`config.mk`:
```
export PLATFORM = sky130hd
export DESIGN_NAME = stat_bank
export DESIGN_NICKNAME = d
export VERILOG_FILES = /design/src/rtl/stat_bank_pkg.sv /design/src/rtl/sticky_stat_reg.sv /design/src/rtl/ctrl_regs.sv /design/src/rtl/stat_bank.sv
export SDC_FILE = /design/constraint.sdc
export NUM_CORES = 1
export LEC_CHECK = 0
export BUFFER_PORTS_ARGS = -buffer_cell sky130_fd_sc_hd__buf_4
export CAP_MARGIN = 20
export CORE_UTILIZATION = 54
export CTS_CLUSTER_DIAMETER = 60
export DETAILED_ROUTE_END_ITERATION = 8
export PLACE_DENSITY_LB_ADDON = 0.2
export SYNTH_ARGS = -nofsm -noshare
export SYNTH_HDL_FRONTEND = slang
export SYNTH_SLANG_ARGS = --single-unit
```
`constraint.sdc`:
```
create_clock -name clk -period 2.2 [get_ports clk]
set_clock_uncertainty 0.05 [all_clocks]
set_input_delay 0.33 -clock clk [delete_from_list [all_inputs] [get_ports clk]]
set_output_delay 0.33 -clock clk [all_outputs]
set_load 0.05 [all_outputs]
```
`src/rtl/stat_bank_pkg.sv`:
```
package stat_bank_pkg;
  parameter int STAT_W = 7;
  localparam int BYTE_W = STAT_W + 1;

  typedef logic [STAT_W-1:0] stat_t;
  typedef logic [BYTE_W-1:0] byte_t;

  // Result is 1 when the field holds an odd number of ones.
  function automatic logic odd_ones(stat_t v);
    return ^v;
  endfunction
endpackage

```
`src/rtl/sticky_stat_reg.sv`:
```
module sticky_stat_reg
  import stat_bank_pkg::*;
(
  input  logic  clk,
  input  logic  rst_n,
  input  logic  cs_n,
  input  stat_t evt,
  input  logic  rd_hit,
  output stat_t val,
  output stat_t val_d
);
  stat_t acc;   // events seen while the frame was active
  logic  pend;  // clear owed after a read

  always_comb begin
    if (cs_n) val_d = (val & ~{STAT_W{pend}}) | acc | evt;
    else      val_d = val;
  end

  always_ff @(posedge clk or negedge rst_n) begin
    if (!rst_n) begin
      val  <= '0;
      acc  <= '0;
      pend <= 1'b0;
    end else begin
      val <= val_d;
      if (cs_n) begin
        acc  <= '0;
        pend <= rd_hit;
      end else begin
        acc  <= acc | evt;
        pend <= pend | rd_hit;
      end
    end
  end

  AST_FROZEN_IN_FRAME: assert property (@(posedge clk) disable iff (!rst_n)
    !cs_n |=> $stable(val));
  AST_STICKY_BITS: assert property (@(posedge clk) disable iff (!rst_n)
    (cs_n && !pend) |=> ((val & $past(val)) == $past(val)));
  AST_EVENT_SURVIVES: assert property (@(posedge clk) disable iff (!rst_n)
    cs_n |=> ((val & $past(evt)) == $past(evt)));
  AST_CLEAR_APPLIED: assert property (@(posedge clk) disable iff (!rst_n)
    (cs_n && pend && acc == '0 && evt == '0) |=> (val == '0));
endmodule

```
`src/rtl/ctrl_regs.sv`:
```
module ctrl_regs
  import stat_bank_pkg::*;
#(
  parameter int NUM_CTRL = 4,
  parameter int ADDR_W   = 5
) (
  input  logic                       clk,
  input  logic                       rst_n,
  input  logic                       wr_stb,
  input  logic [ADDR_W-1:0]          wr_addr,
  input  byte_t                      wr_data,
  output logic [NUM_CTRL*BYTE_W-1:0] q
);
  localparam logic [ADDR_W-1:0] CTRL_END = ADDR_W'(NUM_CTRL);

  for (genvar k = 0; k < NUM_CTRL; k++) begin : g_reg
    always_ff @(posedge clk or negedge rst_n) begin
      if (!rst_n)
        q[k*BYTE_W +: BYTE_W] <= '0;
      else if (wr_stb && wr_addr == ADDR_W'(k))
        q[k*BYTE_W +: BYTE_W] <= wr_data;
    end
  end

  AST_WRITE_OUTSIDE_IGNORED: assert property (@(posedge clk) disable iff (!rst_n)
    (wr_stb && wr_addr >= CTRL_END) |=> $stable(q));
endmodule

```
`src/rtl/stat_bank.sv`:
```
module stat_bank
  import stat_bank_pkg::*;
#(
  parameter int NUM_STAT = 4,
  parameter int NUM_CTRL = 4,
  parameter int ADDR_W   = 5
) (
  input  logic                       clk,
  input  logic                       rst_n,
  input  logic                       cs_n,
  input  logic [NUM_STAT*STAT_W-1:0] err_evt,
  input  logic                       rd_stb,
  input  logic [ADDR_W-1:0]          rd_addr,
  output logic [BYTE_W-1:0]          rd_data,
  input  logic                       wr_stb,
  input  logic [ADDR_W-1:0]          wr_addr,
  input  logic [BYTE_W-1:0]          wr_data,
  output logic [NUM_CTRL*BYTE_W-1:0] ctrl_q,
  output logic                       err_n
);
  localparam int STAT_BITS = NUM_STAT * STAT_W;

  logic [STAT_BITS-1:0] stat_q;
  logic [STAT_BITS-1:0] stat_d;

  ctrl_regs #(.NUM_CTRL(NUM_CTRL), .ADDR_W(ADDR_W)) i_ctrl (
    .clk     (clk),
    .rst_n   (rst_n),
    .wr_stb  (wr_stb),
    .wr_addr (wr_addr),
    .wr_data (wr_data),
    .q       (ctrl_q)
  );

  for (genvar k = 0; k < NUM_STAT; k++) begin : g_stat
    logic hit;
    assign hit = rd_stb && (rd_addr == ADDR_W'(NUM_CTRL + k));
    sticky_stat_reg i_stat (
      .clk    (clk),
      .rst_n  (rst_n),
      .cs_n   (cs_n),
      .evt    (err_evt[k*STAT_W +: STAT_W]),
      .rd_hit (hit),
      .val    (stat_q[k*STAT_W +: STAT_W]),
      .val_d  (stat_d[k*STAT_W +: STAT_W])
    );
  end

  always_comb begin
    rd_data = '0;
    for (int k = 0; k < NUM_CTRL; k++)
      if (rd_addr == ADDR_W'(k))
        rd_data = ctrl_q[k*BYTE_W +: BYTE_W];
    for (int k = 0; k < NUM_STAT; k++)
      if (rd_addr == ADDR_W'(NUM_CTRL + k))
        rd_data = {odd_ones(stat_q[k*STAT_W +: STAT_W]),
                   stat_q[k*STAT_W +: STAT_W]};
  end

  always_ff @(posedge clk or negedge rst_n) begin
    if (!rst_n)    err_n <= 1'b1;
    else if (cs_n) err_n <= ~|stat_d;
  end

  AST_ERR_TRACKS_STATUS: assert property (@(posedge clk) disable iff (!rst_n)
    err_n == ~|stat_q);
  AST_ERR_HELD_IN_FRAME: assert property (@(posedge clk) disable iff (!rst_n)
    !cs_n |=> $stable(err_n));
endmodule

```
### Yosys cells after proc, flatten, opt, wreduce, memory -nomap -nowiden

Index checks and enable logic that the tools add are counted.

* register bits after elaboration: 93
* word-level logic and storage cells: 87

* bitwise operators: 24
* eq/ne operators: 10
* muxes and demuxes: 20
* reduce and logical (&&, ||, !) cells: 16

Operators with widths (count)
* bitwise OR 7 bit: 12
* 2-to-1 mux 8 bit: 8
* 2-to-1 mux 7 bit: 8
* bitwise AND 7 bit: 4
* inverter 7 bit: 4
* OR reduction 28 bit: 1
* XOR reduction 7 bit: 4
* equality test 5 x 2 -> 1 bit, second input constant: 4
* equality test 5 x 3 -> 1 bit, second input constant: 4
* equality test 5 x 1 -> 1 bit, second input constant: 2
* logical NOT 5 bit: 2
* logical AND 1 bit: 8
* 2-to-1 mux 1 bit: 4
* bitwise OR 1 bit: 4
* logical NOT 1 bit: 1

### Depth between registers and ports, before layout

Gate-level depths: netlist (run 1).

* depth after elaboration: 9
* mapped depth: 7

### Modules after synthesis

Synthesis (run 1) repeated with hierarchy kept, for this count alone.

* cells, all modules: 368
* area total of the unflattened synthesis: 4439.3 um^2

By module, submodules not included
* sticky_stat_reg: area each 553.0 um^2, cells each 40, seq. area each 375.4 um^2, instances 4
* ctrl_regs: area each 1227.4 um^2, cells each 70, seq. area each 800.8 um^2, instances 1
* stat_bank: area each 999.7 um^2, cells each 138, seq. area each 26.3 um^2, instances 1

### Least setup slack after synthesis (run 1)

Ideal clock, no wire load.

* path type: input-to-output
* start: input rd_addr[0]
* end: output rd_data[1]
* path slack: -853 ps
* required time: 1820 ps
* stages on the path: 7
* arrival time: 2673 ps
* cell sequence: buf_2 -> nor3b_1 -> and3b_1 -> clkbuf_1 -> a21oi_1 -> and4_1 -> nor3_1

* longest elaborated chain between the ends: 9
* elaborated cells between the ends (all ways): 16
* classes of those cells: eq/ne (7); mux (8); reduce/logical (1)

RTL lines
* start, declared: RTL line stat_bank.sv:13 `input logic [ADDR_W-1:0] rd_addr,`
* logical NOT 5 bit: RTL line stat_bank.sv:52 `if (rd_addr == ADDR_W'(k))`
* 2-to-1 mux 8 bit (4 in series): RTL line stat_bank.sv:52
* 2-to-1 mux 8 bit (3 in series): RTL line stat_bank.sv:55 `if (rd_addr == ADDR_W'(NUM_CTRL + k))`
* 2-to-1 mux 8 bit (*): RTL line stat_bank.sv:55
* end, declared: RTL line stat_bank.sv:14 `output logic [BYTE_W-1:0] rd_data,`

Mark *: on every way between the ends. The rest lies on a longest branch, timed or not.

### Worst setup path after layout (run 1)

* start: register i_ctrl.q[24]
* end: output rd_data[0]

* longest elaborated chain between the ends: 5

RTL lines
* start, declared: RTL line ctrl_regs.sv:12 `output logic [NUM_CTRL*BYTE_W-1:0] q`
* start signal, assigned by index: RTL line ctrl_regs.sv:21 `q[k*BYTE_W +: BYTE_W] <= wr_data;`
* 2-to-1 mux 8 bit: RTL line stat_bank.sv:52
* 2-to-1 mux 8 bit (4 in series): RTL line stat_bank.sv:55

Every way passes these cells.

==> flow_metrics.py, run 1 <==
metrics = {
    "sta": {
        "setup_viol": 1,
        "max_freq_mhz": 433,
        "worst_slack_ns": -0.111,
        "post-route-period-util_pct": 105,
        "max_slew.worst_pin.slew_ns": 0.602,
        "grt_setup_unrepaired": "true",
        "relSlewSlack_pct": 59.3,
        "finalCriticalPeriod_ns": 2.31,
        "whs_ns": 0.135,
        "hold_violations": 0,
        "final_max_slew_viol_count": 0,
    },
    "grt": {
        "grt_pass1_vias": 3526,
        "grtUsageTotal_pct": 27.3,
        "grt_pass1_wl_um": 17500,
        "grtUsageMet2_pct": 44.9,
        "busiest_layer": "met2",
        "grt_antenna_before_repair": 0,
        "grt_start_max_net_pins": 50,
        "grt_overflow": 0,
        "use_met1_pct": 37.0,
        "grt_use_met3_pct": 3.85,
    },
    "yosys": {
        "synthCells": 391,
        "synth_area_leaders": "dfrtp_1 (53%), mux2_2 (7.8%), nor2_1 (5.8%), xnor2_1 (3.9%), mux2i_1 (2.6%)",
        "ys_seq_area_share_pct": 54.1,
        "synth-edff-count": 0,
        "synth_top_cell_area_share_pct": 53.5,
        "synth_top_flop_cell": "dfrtp_1",
        "ys_ff_latch": 93,
        "synth_top_area_cell": "dfrtp_1",
        "synthDistinctLibCells": 52,
        "async_reset_ff_share_pct": 100,
        "synth_nets": 442,
        "yosys_warnings": 0,
        "synth_area_um2": 4310,
        "syn_area_per_cell_um2": 11.0,
    },
    "job": {
        "drv_cap": 0,
    },
    "clocking": {
        "cts_buffers": 9,
        "cts.clk_slew.worst_paths_ns": 0.09,
        "clk_path_buf_depth": 2,
        "ctsRootBufferMaster": "clkbuf_8",
        "htreeDepth": 3,
        "cts_tree": "built",
        "clk_latency_ns": 0.36,
        "clkSinkCount": 93,
    },
    "power_and_ir_drop": {
        "p_comb_share_pct": 28.7,
        "leakage_nw": 2.58,
        "sequentialPowerShare_pct": 45.9,
        "switchingPower_mw": 1.51,
        "p_per_area_nw_per_um2": 762,
        "ir_drop_mv": 0.552,
        "switching_share_pct": 34.5,
        "internal-power_mw": 2.87,
        "p_clk_share_pct": 25.4,
    },
    "die": {
        "core_um2": 7730,
        "fp.dieW_um": 91.3,
        "die-area_um2": 8330,
        "start_util_pct": 55.7,
        "pin_count": 92,
        "die_h_um": 91.3,
        "placement_rows": 32,
    },
    "final_layout": {
        "final_cell_mix": "buf_4 (127), dfrtp_1 (92), nor2_1 (65)",
        "drive_above_1_share_pct": 40.7,
        "final_common_cell": "buf_4",
        "nets": 572,
        "final_cell_area_um2": 5750,
        "antennaDiodeCount": 0,
        "area_delta_synth_final_pct": 33.5,
    },
    "worst_setup_path": {
        "crit_fanout": 2,
        "crit_path_end": "rd_data[0]",
        "startpoint_type": "flip-flop",
        "worst-endpoint-required_ns": 1.82,
        "rr_worst_depth": 5,
        "cp-startpoint": "i_ctrl.q[24]",
        "cp_data_arrival_time_ns": 1.93,
        "timing.reg2reg.setup_slack_ns": 0.10,
        "timing.rr.end": "err_n",
        "r2r-start": "g_stat[3].i_stat.acc[0]",
        "critPathCaptureType": "output port",
        "crit_type": "flip-flop to output port",
    },
    "route": {
        "drt-vias-per-instance": 5.56,
        "wl_um": 10800,
        "drc": 0,
        "vias": 3490,
        "postRouteAntennaNets": 0,
        "wl_per_cell_um": 17.2,
        "drt_pass1_iterations": 4,
        "drtIter0Drc": 203,
    },
    "placement": {
        "place_congestion": 0.870,
        "portBuffers": 91,
        "dp_hpwl_um": 8100,
        "placedInstanceArea_um2": 5390,
    },
    "outcome": {
        "status": "complete, but fails checks",
        "violations": "setup timing",
    },
    "hold_path": {
        "hold_class": "primary input to flip-flop",
    },
}
## per-layer routing
metal | vias to the layer above | routed length [um]
met4 | 0 | 146
met3 | 12 | 448
met1 | 1752 | 4740
met5 | - | 0
li1 | 1648 | -
met2 | 78 | 5480
## cell type report
| class | instances | area (um2) |
|---|---|---|
| Fill cell | 536 | 1980 |
| Clock buffer | 12 | 165 |
| Inverter | 4 | 15.0 |
| Sequential cell | 93 | 2330 |
| Tap cell | 102 | 128 |
| Timing Repair Buffer | 134 | 1060 |
| Clock inverter | 4 | 30.0 |
| Multi-Input combinational cell | 279 | 2020 |
## power by group through the flow
stage / clock [mW] / combinational (mW) / sequential, mW
after floorplan: 0 / 0.364 / 2.41
after global placement: 0 / 1.18 / 2.04
after detailed placement: 0 / 1.20 / 2.04
after CTS: 1.13 / 1.24 / 2.01
after global routing: 1.19 / 1.32 / 2.03
final: 1.11 / 1.26 / 2.01
## state kept, by name, indices dropped and copies added (netlist names)
| register | flops |
|---|---|
| g_stat.i_stat.val | 28 |
| i_ctrl.q | 32 |
| err_n | 1 |
| g_stat.i_stat.pend | 4 |
| g_stat.i_stat.acc | 28 |
## synth_stat cells, types with 2 or more instances
master / count
nor3_1: 8
nor4b_1: 3
xor2_1: 5
buf_1: 3
o2bb2ai_1: 10
inv_1: 3
and4_1: 2
o22ai_1: 3
nand3_1: 2
nor2b_1: 2
nand2b_1: 2
clkbuf_1: 9
dfrtp_1: 92
a22o_1: 9
and2_1: 3
mux2_1: 2
xnor2_1: 19
o21a_1: 7
nand4_1: 4
mux2_2: 30
buf_6: 2
a21boi_0: 5
nand3b_1: 3
a32oi_1: 2
nor2_1: 66
a21o_1: 3
nor4_1: 2
a2111oi_0: 2
nand2_1: 27
or4_1: 4
o21ai_0: 18
mux2i_1: 11
a21oi_1: 4
or2_2: 6
## repair_timing
item / 4_1_cts / 5_1_grt
setup buffers: 8 / 2
endpoints found under the hold margin: 21 / 0
setup endpoints to repair: 5 / 8
gates resized for setup: 6 / 18
pin swaps: 3 / 1
hold buffers: 1 / 0
## metrics by stage
step / std cells / setup WS [ns] / total power [mW] / util, % / setup TNS (ns)
floorplan: 391 / 0.00458 / 2.78 / - / 0
global placement: 601 / -0.0562 / 3.22 / 69.7 / -0.0576
detailed placement: 601 / -0.153 / 3.25 / 69.7 / -0.156
CTS: 626 / -0.0759 / 4.37 / 73.4 / -0.0759
global route: 628 / -0.115 / 4.54 / 74.4 / -0.202
finish: 628 / -0.111 / 4.38 / 74.4 / -0.111
## cells by family after synthesis
| group | after synthesis | share of synthesized area (%) |
|---|---|---|
| multiplexers | 44 | 11.5 |
| AND/OR/NAND/NOR | 141 | 15.7 |
| XOR/XNOR | 24 | 4.88 |
| flip-flops | 93 | 54.1 |
| AO/OA/AOI/OAI | 70 | 11.9 |
| buffers and inverters | 19 | 2.03 |
## worst max-delay path, cell delays in order (launching register included)
cell and delay, ns:
dfrtp_1 0.39, mux4_2 0.51, nand2_2 0.08, a31oi_1 0.08, a221o_1 0.33, buf_6 0.17
## worst min-delay path by stage
stage / cells past startpoint / slack [ns] / from / end
2_1_floorplan: 0 / -0.02 / rst_n / g_stat[0].i_stat.acc[0]
3_3_place_gp: 1 / 0.20 / rst_n / i_ctrl.q[15]
3_5_place_dp: 1 / 0.21 / rst_n / g_stat[1].i_stat.acc[1]
4_1_cts: 3 / 0.13 / err_evt[20] / g_stat[2].i_stat.acc[6]
5_1_grt: 3 / 0.14 / err_evt[27] / g_stat[3].i_stat.acc[6]
6_report: 3 / 0.13 / err_evt[27] / g_stat[3].i_stat.acc[6]
Note: power is estimated with default switching activity, not from simulation.
==> inputs of run 2 (changes only) <==
- SKIP_CTS_REPAIR_TIMING: default -> 1
==> run 2 against run 1 <==
The flow still finishes with violations (setup timing). Clock-buffer cell count did not move. Core utilization rose by 0.16 points. Setup slack improved by 0.035 ns. Sequential cell count did not move. Critical path type unchanged. Critical endpoint unchanged. Highest routed layer unchanged.
==> flow_metrics.py, run 2 (synthesis results as in run 1) <==
metrics = {
    "worst_setup_path": {
        "worst-endpoint-required_ns": 1.82,
        "crit_family": "multiplexers",
        "path_cells": "mux4_2 > nand2_2 > a31oi_1 > a221o_1 > buf_6",
        "critPathMaxStageDelay_ns": 0.50,
        "critPathCaptureType": "output port",
        "cp_slowest_cell": "mux4_2",
        "cp_data_arrival_time_ns": 1.90,
        "crit_type": "flip-flop to output port",
        "crit_buf_inv": 1,
        "timing.reg2reg.setup_slack_ns": 0.09,
        "crit_fanout": 2,
        "startpoint_type": "flip-flop",
    },
    "route": {
        "drt_pass1_iterations": 6,
        "drc": 0,
        "drt-vias-per-instance": 5.54,
        "drtIter0Drc": 198,
        "postRouteAntennaNets": 0,
        "vias": 3471,
        "wl_um": 10700,
        "wl_per_cell_um": 17.1,
    },
    "placement": {
        "place_congestion": 0.870,
        "portBuffers": 91,
        "placedInstanceArea_um2": 5390,
        "dp_hpwl_um": 8100,
    },
    "die": {
        "die-area_um2": 8330,
        "core_um2": 7730,
        "pin_count": 92,
        "fp.dieW_um": 91.3,
        "start_util_pct": 55.7,
        "placement_rows": 32,
        "die_h_um": 91.3,
    },
    "clocking": {
        "clk_latency_ns": 0.37,
        "htreeDepth": 3,
        "cts.clk_slew.worst_paths_ns": 0.09,
        "cts_buffers": 9,
        "clk_path_buf_depth": 2,
        "cts_tree": "built",
        "ctsRootBufferMaster": "clkbuf_8",
        "clkSinkCount": 93,
    },
    "grt": {
        "grt_pass1_vias": 3488,
        "grtUsageTotal_pct": 26.9,
        "grt_pass1_wl_um": 17300,
        "grt_start_max_net_pins": 50,
        "grt_antenna_before_repair": 0,
        "grt_overflow": 0,
    },
    "final_layout": {
        "drive_above_1_share_pct": 42.0,
        "area_delta_synth_final_pct": 33.8,
        "nets": 570,
        "top_register": "i_ctrl.q",
        "largest_reg_flops": 32,
        "final_cell_mix": "buf_4 (125), dfrtp_1 (88), nor2_1 (64)",
        "top_regs": "i_ctrl.q x32, g_stat.i_stat.acc x28, g_stat.i_stat.val x28",
        "antennaDiodeCount": 0,
        "final_cell_area_um2": 5760,
        "final_common_cell": "buf_4",
    },
    "sta": {
        "setup_viol": 1,
        "tns_ns": -0.0760,
        "hold_violations": 0,
        "relSlewSlack_pct": 60.0,
        "post-route-period-util_pct": 103,
        "finalCriticalPeriod_ns": 2.28,
        "max_slew.worst_pin.slew_ns": 0.591,
        "final_max_slew_viol_count": 0,
        "grt_setup_unrepaired": "true",
        "worst_slack_ns": -0.0760,
        "max_freq_mhz": 439,
    },
    "outcome": {
        "status": "complete, but fails checks",
        "violations": "setup timing",
    },
    "hold_path": {
        "hold_class": "primary input to flip-flop",
    },
    "power_and_ir_drop": {
        "leakage_nw": 2.58,
        "p_per_area_nw_per_um2": 756,
        "finalPower_mw": 4.36,
        "ir_drop_mv": 0.515,
    },
    "job": {
        "drv_cap": 0,
    },
}
==> run 2: worst paths after layout <==
kind | startpoint | end | cells after the start
max | i_ctrl.q[24] | rd_data[0] | 5
min | err_evt[27] | g_stat[3].i_stat.acc[6] | 3
max reg2reg | g_stat[3].i_stat.acc[0] | err_n | 5
min reg2reg | g_stat[2].i_stat.acc[3] | g_stat[2].i_stat.acc[3] | 2
max in group asynchronous | rst_n | g_stat[3].i_stat.val[0] | 3
min in group asynchronous | rst_n | g_stat[1].i_stat.acc[1] | 2
==> run 2: where the power goes <==
| part | internal [mW] | switching [mW] |
|---|---|---|
| Clock | 0.508 | 0.601 |
| Sequential | 1.88 | 0.137 |
| Combinational | 0.473 | 0.760 |
==> run 2: area by class of cell <==
type,instances,area (um2)
well taps,102,128
repair buffers,132,1040
fillers,534,1970
flip-flops and latches,93,2330
multi-input cells,279,2050
clock inverters,4,30.0
inverters,4,15.0
clock buffers,12,165
==> run 2: routing by layer <==
metal,share of wire (%),GRT usage (%)
met2,49,43.7
met5,0,0
met4,1.9,10.3
met1,44,36.7
met3,4.2,3.85
==> run 2: through the flow <==
| step | hold slack [ns] | instances | setup slack (ns) | util [%] |
|---|---|---|---|---|
| global placement | 0.203 | 601 | -0.0562 | 69.7 |
| CTS | -0.191 | 617 | -0.136 | 72.3 |
| detailed placement | 0.205 | 601 | -0.153 | 69.7 |
| global route | 0.144 | 626 | -0.122 | 74.5 |
| floorplan | -0.0156 | 391 | 0.00458 | - |
| finish | 0.140 | 626 | -0.0760 | 74.5 |
==> run 2: worst reg2reg max path: cells and delay by family, from the launching register on <==
family / cells / cell delay [ns]
compound gates: 3 / 0.84
flops: 1 / 0.40
simple gates: 2 / 0.73
==> inputs of run 3 (changes only) <==
- CELL_PAD_IN_SITES_DETAIL_PLACEMENT: default -> 2
- CELL_PAD_IN_SITES_GLOBAL_PLACEMENT: default -> 2
- CORE_UTILIZATION: 54 -> 35
==> run 3 against run 2 <==
Largest power group unchanged. Setup slack lost 0.081 ns. Global-route usage is 3.4 points lower. Highest routed layer unchanged. Maximum frequency decreased by 3.4%. The run still ends with setup timing left. Die area is 53% higher.
==> flow_metrics.py, run 3 (synthesis results as in run 1) <==
metrics = {
    "outcome": {
        "status": "complete, but fails checks",
        "violations": "setup timing",
    },
    "clocking": {
        "clkSinkCount": 93,
        "clk_path_buf_depth": 2,
        "ctsRootBufferMaster": "clkbuf_16",
        "cts_buffers": 9,
        "cts.clk_slew.worst_paths_ns": 0.07,
        "clk_latency_ns": 0.36,
        "cts_tree": "built",
        "htreeDepth": 3,
    },
    "route": {
        "drtIter0Drc": 125,
        "wl_um": 15600,
        "postRouteAntennaNets": 0,
        "vias": 3628,
        "drt_pass1_iterations": 4,
        "drc": 0,
        "wl_per_cell_um": 23.0,
        "drt-vias-per-instance": 5.37,
    },
    "final_layout": {
        "top_regs": "i_ctrl.q x32, g_stat.i_stat.acc x28, g_stat.i_stat.val x28",
        "final_common_cell": "buf_4",
        "area_delta_synth_final_pct": 40.3,
        "fillers": 1214,
        "largest_reg_flops": 32,
        "final_cell_mix": "buf_4 (118), dfrtp_1 (92), nor2_1 (62)",
        "nets": 574,
        "drive_above_1_share_pct": 42.0,
        "top_register": "i_ctrl.q",
        "antennaDiodeCount": 0,
        "final_util_pct": 50.3,
        "layout.cells.non_filler": 675,
        "final_cell_area_um2": 6040,
    },
    "die": {
        "die-area_um2": 12700,
        "core_um2": 12000,
        "placement_rows": 40,
        "start_util_pct": 35.8,
        "fp.dieW_um": 113,
        "pin_count": 92,
        "die_h_um": 113,
    },
    "worst_setup_path": {
        "critPathCaptureType": "flip-flop",
        "timing.reg2reg.setup_slack_ns": -0.16,
        "cp_data_arrival_time_ns": 2.58,
        "crit_type": "flip-flop to flip-flop",
        "startpoint_type": "flip-flop",
        "worst-endpoint-required_ns": 2.42,
        "crit_fanout": 2,
    },
    "power_and_ir_drop": {
        "p_clk_share_pct": 34.0,
        "internal-power_mw": 3.39,
        "switching_share_pct": 32.9,
        "sequentialPowerShare_pct": 40.2,
        "p_per_area_nw_per_um2": 836,
        "p_comb_share_pct": 25.8,
        "ir_drop_mv": 0.565,
        "switchingPower_mw": 1.66,
        "leakage_nw": 2.66,
        "finalPower_mw": 5.05,
    },
    "placement": {
        "portBuffers": 91,
        "dp_hpwl_um": 10700,
        "dp_slack_ns": -0.382,
        "place_congestion": 0.810,
        "place_inst": 653,
        "placedInstanceArea_um2": 5490,
    },
    "grt": {
        "grt_start_max_net_pins": 48,
        "grt_antenna_before_repair": 0,
        "grtUsageTotal_pct": 23.5,
        "grt_pass1_wl_um": 22300,
        "grt_overflow": 0,
        "grt_pass1_vias": 4099,
    },
    "job": {
        "drv_cap": 0,
    },
    "sta": {
        "worst_slack_ns": -0.157,
        "grt_setup_unrepaired": "true",
        "finalCriticalPeriod_ns": 2.36,
        "tns_ns": -0.400,
        "setup_viol": 6,
        "whs_ns": 0.145,
        "max_slew.worst_pin.slew_ns": 0.610,
        "relSlewSlack_pct": 59.2,
        "final_max_slew_viol_count": 0,
        "max_freq_mhz": 424,
        "post-route-period-util_pct": 107,
        "hold_violations": 0,
    },
    "hold_path": {
        "hold_class": "primary input to flip-flop",
    },
}
## run 3: power by group through the flow
| stage | clock [mW] | combinational [mW] | sequential, mW |
|---|---|---|---|
| 2_1_floorplan | 0 | 0.364 | 2.41 |
| 3_3_place_gp | 0 | 1.20 | 2.05 |
| 3_5_place_dp | 0 | 1.24 | 2.06 |
| 4_1_cts | 1.73 | 1.25 | 2.03 |
| 5_1_grt | 1.80 | 1.36 | 2.05 |
| 6_report | 1.72 | 1.30 | 2.03 |
## run 3: layout make-up
cell class | count | area [um2] | share of cell area (%)
clock buffers | 10 | 239 | 3.96
clock inverters | 6 | 86.3 | 1.43
inverters | 4 | 15.0 | 0.249
multi-input cells | 279 | 2080 | 34.5
flip-flops and latches | 93 | 2330 | 38.5
well taps | 147 | 184 | 3.04
repair buffers | 136 | 1100 | 18.3
## run 3: path summary, 6_finish.rpt
| check | from | endpoint | cells after the start |
|---|---|---|---|
| worst max-delay path | g_stat[1].i_stat.acc[6] | err_n | 6 |
| worst min register to register | g_stat[0].i_stat.acc[1] | g_stat[0].i_stat.acc[1] | 2 |
| min in group asynchronous | rst_n | i_ctrl.q[8] | 2 |
| worst min-delay path | err_evt[27] | g_stat[3].i_stat.acc[6] | 3 |
| worst max register to register | g_stat[1].i_stat.acc[6] | err_n | 6 |
| max in group asynchronous | rst_n | err_n | 3 |
## run 3: metal layers
layer | vias to the layer above | global-route usage (%) | routed length (um)
li1 | 1645 | - | -
met1 | 1889 | 27.7 | 6310
met2 | 72 | 42.4 | 8260
met3 | 22 | 5.78 | 658
met4 | 0 | 6.58 | 325
met5 | - | 0 | 0
## run 3: worst max-delay path: stages, from the launching register on
cell	delay [ns]
dfrtp_1	0.38
o21a_1	0.21
a2111oi_2	0.46
buf_4	0.19
nand4_1	0.12
or4_4	0.57
o32ai_2	0.28
